File: config.mk
export PLATFORM = sky130hd
export DESIGN_NAME = pwr_nap_ctrl
export DESIGN_NICKNAME = d
export VERILOG_FILES = /design/src/rtl/pwr_nap_pkg.sv /design/src/rtl/pwr_edge_sync.sv /design/src/rtl/pwr_nap_fsm.sv /design/src/rtl/pwr_settle_timer.sv /design/src/rtl/pwr_nap_ctrl.sv
export SDC_FILE = /design/constraint.sdc
export NUM_CORES = 1
export LEC_CHECK = 0
export CAP_MARGIN = 20
export CORE_MARGIN = 2
export CORE_UTILIZATION = 45
export CTS_BUF_LIST = sky130_fd_sc_hd__clkbuf_8
export DETAILED_ROUTE_END_ITERATION = 8
export PLACE_DENSITY = 0.73
export SETUP_SLACK_MARGIN = 0.4
export SLEW_MARGIN = 40
export SYNTH_ARGS = -nofsm -noshare
export SYNTH_HDL_FRONTEND = slang
export SYNTH_SLANG_ARGS = --single-unit
File: constraint.sdc
create_clock -name clk -period 1.7 [get_ports clk]
set_clock_uncertainty 0.15 [all_clocks]
set_input_delay 0.17 -clock clk [delete_from_list [all_inputs] [get_ports clk]]
set_output_delay 0.17 -clock clk [all_outputs]
set_load 0.02 [all_outputs]
File: src/rtl/pwr_nap_pkg.sv
package pwr_nap_pkg;
   typedef enum logic [1:0] {
      PS_RUN   = 2'b00,
      PS_NAP   = 2'b01,
      PS_SLEEP = 2'b10
   } pstate_e;

   localparam int unsigned CNT_W = 3;
   localparam logic [CNT_W-1:0] CNT_TO_NAP   = 3'd2;
   localparam logic [CNT_W-1:0] CNT_TO_SLEEP = 3'd4;
   localparam logic [CNT_W-1:0] CNT_TO_RUN   = 3'd5;
endpackage

File: src/rtl/pwr_edge_sync.sv
module pwr_edge_sync #(
   parameter int unsigned STAGES = 2
) (
   input  logic clk,
   input  logic rst_n,
   input  logic async_in,
   output logic rise
);
   logic [STAGES:0] chain;
   logic            prev_q;

   assign chain[0] = async_in;

   for (genvar g = 0; g < STAGES; g++) begin : g_stage
      always_ff @(posedge clk or negedge rst_n) begin
         if (!rst_n) chain[g+1] <= 1'b0;
         else        chain[g+1] <= chain[g];
      end
   end

   always_ff @(posedge clk or negedge rst_n) begin
      if (!rst_n) prev_q <= 1'b0;
      else        prev_q <= chain[STAGES];
   end

   assign rise = chain[STAGES] & ~prev_q;
endmodule

File: src/rtl/pwr_nap_fsm.sv
module pwr_nap_fsm
   import pwr_nap_pkg::*;
(
   input  logic    clk,
   input  logic    rst_n,
   input  logic    cnv_rise,
   input  logic    sck_rise,
   input  logic    lvds_sel,
   output pstate_e state_q,
   output logic    exit_sleep
);
   pstate_e          state_d;
   logic [CNT_W-1:0] cnt_q, cnt_d, cnt_inc;
   logic             lvds_hold;

   assign cnt_inc   = cnt_q + 3'd1;
   assign lvds_hold = (state_q == PS_SLEEP) && lvds_sel;

   always_comb begin
      state_d    = state_q;
      cnt_d      = cnt_q;
      exit_sleep = 1'b0;
      if (sck_rise && !lvds_hold) begin
         cnt_d = '0;
         if (state_q != PS_RUN) begin
            state_d    = PS_RUN;
            exit_sleep = (state_q == PS_SLEEP);
         end
      end else if (cnv_rise) begin
         cnt_d = cnt_inc;
         unique case (state_q)
            PS_RUN:   if (cnt_inc == CNT_TO_NAP) state_d = PS_NAP;
            PS_NAP:   if (cnt_inc == CNT_TO_SLEEP) state_d = PS_SLEEP;
            PS_SLEEP: if (cnt_inc == CNT_TO_RUN) begin
               state_d    = PS_RUN;
               cnt_d      = '0;
               exit_sleep = 1'b1;
            end
            default:  state_d = PS_RUN;
         endcase
      end
   end

   always_ff @(posedge clk or negedge rst_n) begin
      if (!rst_n) begin
         state_q <= PS_RUN;
         cnt_q   <= '0;
      end else begin
         state_q <= state_d;
         cnt_q   <= cnt_d;
      end
   end
endmodule

File: src/rtl/pwr_settle_timer.sv
module pwr_settle_timer #(
   parameter int unsigned CYCLES = 40
) (
   input  logic clk,
   input  logic rst_n,
   input  logic start,
   output logic busy
);
   localparam int unsigned W = $clog2(CYCLES + 1);
   localparam logic [W-1:0] LOAD = W'(CYCLES);

   logic [W-1:0] cnt_q;

   always_ff @(posedge clk or negedge rst_n) begin
      if (!rst_n)           cnt_q <= '0;
      else if (start)       cnt_q <= LOAD;
      else if (cnt_q != '0) cnt_q <= cnt_q - 1'b1;
   end

   assign busy = (cnt_q != '0);
endmodule

File: src/rtl/pwr_nap_ctrl.sv
module pwr_nap_ctrl
   import pwr_nap_pkg::*;
#(
   parameter int unsigned SYNC_STAGES   = 2,
   parameter int unsigned SETTLE_CYCLES = 40
) (
   input  logic       clk,
   input  logic       rst_n,
   input  logic       cnv_in,
   input  logic       sck_in,
   input  logic       lvds_sel,
   output logic [1:0] pstate,
   output logic       ready,
   output logic       lane_oe
);
   if (SYNC_STAGES < 2) begin : g_bad_sync
      $error("SYNC_STAGES must be at least 2");
   end
   if (SETTLE_CYCLES < 1) begin : g_bad_settle
      $error("SETTLE_CYCLES must be at least 1");
   end

   logic    cnv_rise, sck_rise, exit_sleep, settling;
   pstate_e state;

   pwr_edge_sync #(.STAGES(SYNC_STAGES)) u_cnv_sync (
      .clk(clk), .rst_n(rst_n), .async_in(cnv_in), .rise(cnv_rise));

   pwr_edge_sync #(.STAGES(SYNC_STAGES)) u_sck_sync (
      .clk(clk), .rst_n(rst_n), .async_in(sck_in), .rise(sck_rise));

   pwr_nap_fsm u_fsm (
      .clk(clk), .rst_n(rst_n), .cnv_rise(cnv_rise), .sck_rise(sck_rise),
      .lvds_sel(lvds_sel), .state_q(state), .exit_sleep(exit_sleep));

   pwr_settle_timer #(.CYCLES(SETTLE_CYCLES)) u_settle (
      .clk(clk), .rst_n(rst_n), .start(exit_sleep), .busy(settling));

   assign pstate  = state;
   assign lane_oe = (state == PS_RUN);
   assign ready   = (state == PS_RUN) && !settling;
endmodule

Word level (Yosys, flattened, before mapping). Index checks and enable logic that the tools add are counted.

Equal/unequal tests: 9. Muxes and demuxes: 18. Multipliers: 0. Order comparisons: 0. Add/subtract/negate cells: 2. Shift-type cells: 0. Bitwise logic cells: 4. Reductions and logical operators: 11. Divide/modulo/power cells: 0.

Operators by type and width (count): 2-bit two-way mux (6); 3-bit two-way mux (4); 6-bit two-way mux (2); 3-bit == test (second input constant) (2); 3-bit by 1-bit inequality test with 1-bit output (second input constant) (2); 2-bit one-hot mux with 3 select lines (1); 2-bit nonzero test (3); 6-bit nonzero test (1); 6-bit by 1-bit subtractor with 6-bit output (second input constant) (1); 1-bit two-way mux (5); 5-bit AND reduction (1); 3-bit by 1-bit adder with 3-bit output (second input constant) (1); 3-bit by 2-bit == test with 1-bit output (second input constant) (1); 1-bit logical AND (3); 3-bit inequality test (second input constant) (1); 1-bit bitwise AND (2); 2-bit by 1-bit == test with 1-bit output (second input constant) (1); 2-bit == test (second input constant) (1); 1-bit zero test (2); 2-bit zero test (1); 2-bit inequality test (second input constant) (1); 1-bit NOT (2).

Memory bits (read-only): 0. Latch bits: 0. Memories kept: 0. Bits in registers: 17. Output and inout port bits: 4. Memory bits (writable): 0.

Logic depth before layout (Yosys ltp). Gate-level depths: netlist of the first run.

Depth in word-level cells: 7. Mapped depth: 6.

Hierarchy. Synthesis of the first run repeated with hierarchy kept, for this count alone.

Cells, all modules: 82. Area total of the unflattened synthesis: 875.8 um^2.

Modules (own cells, without submodules): pwr_nap_fsm (cells each 40, times used 1, area an instance 351.6 um^2); pwr_settle_timer (cells each 32, times used 1, area an instance 332.8 um^2); pwr_edge_sync (cells each 4, times used 2, area an instance 88.8 um^2); pwr_nap_ctrl (cells each 2, times used 1, area an instance 13.8 um^2).

Worst setup path after synthesis of the first run. Ideal clock, no wire load.

Kind: register to output. Start: register u_settle.cnt_q[0]. End: output ready. Data arrival time: 1800 ps. Stages on the path, launching flop included: 6. Data required time: 1380 ps. Path buffers: 1. Path slack: -420 ps. Path through: dfrtp_1 > inv_1 > ha_1 > or4b_1 > buf_2 > nor4_1.

Longest elaborated chain between the ends: 3.

RTL lines: from (decl) (line pwr_settle_timer.sv:12) `logic [W-1:0] cnt_q;`; from (signal assigned) (line pwr_settle_timer.sv:17) `else if (cnt_q != '0) cnt_q <= cnt_q - 1'b1;`; 6-bit nonzero test (line pwr_settle_timer.sv:20) `assign busy = (cnt_q != '0);`; 1-bit zero test (line pwr_nap_ctrl.sv:41) `assign ready = (state == PS_RUN) && !settling;`; 1-bit logical AND (line pwr_nap_ctrl.sv:41); to (decl) (line pwr_nap_ctrl.sv:13) `output logic ready,`.

Every way passes these cells.

Worst setup path in the final report of the first run.
Start: register u_settle.cnt_q[1]. End: output ready.

Same word-level chain as after synthesis.

==> impl_results.md, run 1 <==
- Slew headroom: 67.70%
- Switching share of total power: 33.86%
- P&R area growth vs syn: 46.31%
- Largest net degree at the start of global routing: 18
- Crit Path Class: reg -> out
- CTS max path bufs: 2
- # placed instances: 129
- Most common cell after layout, fill and taps aside: dfrtp_1
- RSZ-0062 raised after global routing: true
- Fraction of layout cells with a size suffix above 1: 41.07%
- Clock transition at the registers of the reported paths: 60 ps
- Hold crit path type: in -> async
- Clock Power Share: 18.4%
- H-tree Lvls: 1
- Pint: 1.059 mW
- Slew Viols, Final: 0
- Total power: 1.601 mW
- Antenna Nets Post-Route: 0
- Cell leakage power: 0.5457 nW
- Finished Cell Area: 1265 um2
- Ys Warns: 0
- Port Buffer Count: 8
- Global Route Usage Sum: 17.76%
- Crit end category: output pin
- Number of buffers created by CTS: 3
- Sequential area share after synthesis: 49.20%
- Gpl congestion: 0.7847
- Final Cycle Share: 117.5%
- Worst Max-Slew Pin Slew: 483.5 ps
- CTS tree: done
- Tmin final: 1998 ps
- Hold_ws: 80.43 ps
- Worst Reg2Reg Path Length in Cells: 5
- Root Buffer Master: clkbuf_8
- Height of the die: 47.83 um
- Final hold vios: 0
- Drc violations: 0
- # rows: 15
- Req. time, crit path: 1380 ps
- First-pass GRT wire length: 2.725 mm
- Logic gate share of total power: 46.8%
- FF+latch count, synth: 17
- Sequential share of power: 34.8%
- Die W: 47.83 um
- First-pass DRT Iterations: 4
- Worst setup SP type: register
- Total gr overflow: 0
- Clock sinks: 17
- Reg2Reg Launch Point: u_settle.cnt_q[1]
- Failing checks: negative setup slack
- WL/cell: 13.10 um
- Initial antenna violation count: 0
- I/O Pins: 9
- Die area: 2288 um2
- Status: finished, violations left
- DR vias/cell: 5.365
- Net Switching: 0.5422 mW
- Vias: 735
- Reg2Reg Setup Slack: -140 ps
- Placed Area: 1097 um2
- Fmax: 500.6 MHz
- Non-Filler Instances: 137
- Post-synthesis net count: 95
- Gate count after technology mapping: 85
- Cell Pwr Density: 1266 nW/um2
- Post-synth cell types: 31
- Arrival time worst endpoint: 1680 ps
- WL final: 1.795 mm
- Initial Util: 49.01%
- Max FO, Critical Path: 3
- DP HPWL: 1.160 mm
- DRT iter0 DRCs: 16
- MaxCap Viol Count: 0
- Most frequent cells in the layout: dfrtp_1 (17), buf_4 (14), buf_6 (6)
- Worst skew pair latency: 250 ps
- Vias in the first global route: 663
- Final setup violation count: 4
- Core area: 1764 um2
- Slack of the critical path: -297.5 ps
- Diode count: 0
- Hold Buf Count CTS: 0
- VDD IR-drop max: 0.8963 mV
- Final #Nets: 123
- Synthesized cell area: 864.6 um2
- Avg Inst Size Synth: 10.17 um2
- Reg2reg end: u_settle.cnt_q[1]
worst max-delay path by stage:
stage             to  cells after the start  slack (ps)              start
2_1_floorplan  ready                      5         -60  u_settle.cnt_q[0]
3_3_place_gp   ready                      5        -480  u_settle.cnt_q[0]
3_5_place_dp   ready                      5        -500  u_settle.cnt_q[0]
4_1_cts        ready                      5        -280  u_settle.cnt_q[0]
5_1_grt        ready                      5        -360  u_settle.cnt_q[1]
6_report       ready                      5        -300  u_settle.cnt_q[1]
cell usage after synthesis:
| cell type | instances | area [um2] |
|---|---|---|
| a211o_1 | 1 | 8.760 |
| a21oi_1 | 6 | 30.03 |
| a311o_1 | 1 | 10.01 |
| and2_1 | 1 | 6.260 |
| and4bb_2 | 1 | 12.51 |
| buf_2 | 1 | 5.000 |
| buf_6 | 1 | 11.26 |
| clkbuf_1 | 1 | 3.750 |
| dfrtp_1 | 17 | 425.4 |
| ha_1 | 5 | 62.56 |
| inv_1 | 6 | 22.52 |
| mux2i_1 | 1 | 10.01 |
| nand2_1 | 5 | 18.77 |
| nand2b_1 | 5 | 31.28 |
| nand3_1 | 1 | 5.000 |
| nor2_1 | 4 | 15.01 |
| nor2b_1 | 3 | 18.77 |
| nor3_1 | 3 | 15.01 |
| nor3_2 | 1 | 10.01 |
| nor3b_1 | 1 | 7.510 |
| nor4_1 | 1 | 6.260 |
| o211ai_1 | 2 | 15.01 |
| o21a_1 | 2 | 15.01 |
| o21ai_0 | 7 | 35.03 |
| o21ai_1 | 1 | 5.000 |
| o311a_1 | 1 | 10.01 |
| o31ai_1 | 1 | 7.510 |
| or3_1 | 1 | 6.260 |
| or4_1 | 2 | 15.01 |
| or4b_1 | 1 | 10.01 |
| or4b_2 | 1 | 10.01 |
cells by family after synthesis:
| logic type | share of synthesized area (%) |
|---|---|
| simple gates | 21.71 |
| compound gates | 15.77 |
| flops | 49.20 |
| buf+inv | 4.919 |
| fa+ha+maj | 7.236 |
| mux | 1.158 |
registers in the layout (all words and copies together) (netlist names):
signal             count
u_cnv_sync.chain       2
u_cnv_sync.prev_q      1
u_fsm.cnt_q            3
u_fsm.state_q          2
u_sck_sync.chain       2
u_sck_sync.prev_q      1
u_settle.cnt_q         6
metrics by stage:
| step | setup TNS [ps] | setup slack [ps] | util [%] |
|---|---|---|---|
| global placement | -835.8 | -484.2 | 62.20 |
| CTS | -505.2 | -283.9 | 68.44 |
| floorplan | -88.89 | -64.20 | - |
| global route | -907.5 | -356.9 | 71.70 |
| detailed placement | -856.1 | -502.2 | 62.20 |
| finish | -576.0 | -297.5 | 71.70 |
worst max-delay path: stages, from the launching register on:
cell and delay, ps:
dfrtp_1 390, inv_1 60, ha_2 180, or4b_4 480, nor4_4 140, buf_4 180
timing repair:
| action | in CTS | in global routing |
|---|---|---|
| resized for setup | 33 | 13 |
| pin swaps | 4 | 2 |
| setup buffers | 3 | 1 |
| endpoints found under the setup margin | 15 | 14 |
| cloned | 0 | 0 |
per-layer routing:
layer	global-route usage, %	part of all wire [%]	wire length, um
met1	22.52	46	832
met5	0	0	0
met4	11.35	3.3	59
met2	27.73	48	867
met3	3.396	2.1	37
power groups by stage:
stage / sequential (mW) / clock (mW) / combinational, mW
finish: 0.558 / 0.294 / 0.750
global route: 0.568 / 0.315 / 0.822
global placement: 0.552 / 0 / 0.623
detailed placement: 0.557 / 0 / 0.634
floorplan: 0.587 / 0 / 0.364
CTS: 0.550 / 0.299 / 0.689
area by class of cell:
type / instances / area [um2]
multi-input combinational: 59 / 513.0
inverter: 6 / 27.53
tap: 25 / 31.28
clock inverter: 1 / 3.754
fill: 150 / 499.2
timing repair buffer: 26 / 222.7
sequential: 17 / 425.4
clock buffer: 3 / 41.29
No activity file was read; power rests on OpenSTA's default activity.
==> inputs of run 2 (changes only) <==
--- a/config.mk
+++ b/config.mk
@@ -5,7 +5,6 @@
 export SDC_FILE = /design/constraint.sdc
 export NUM_CORES = 1
 export LEC_CHECK = 0
-export CAP_MARGIN = 20
 export CORE_MARGIN = 2
 export CORE_UTILIZATION = 45
 export CTS_BUF_LIST = sky130_fd_sc_hd__clkbuf_8
==> results of run 2 <==
Same layout as run 1: the final DEF is identical, and so are final timing and power.
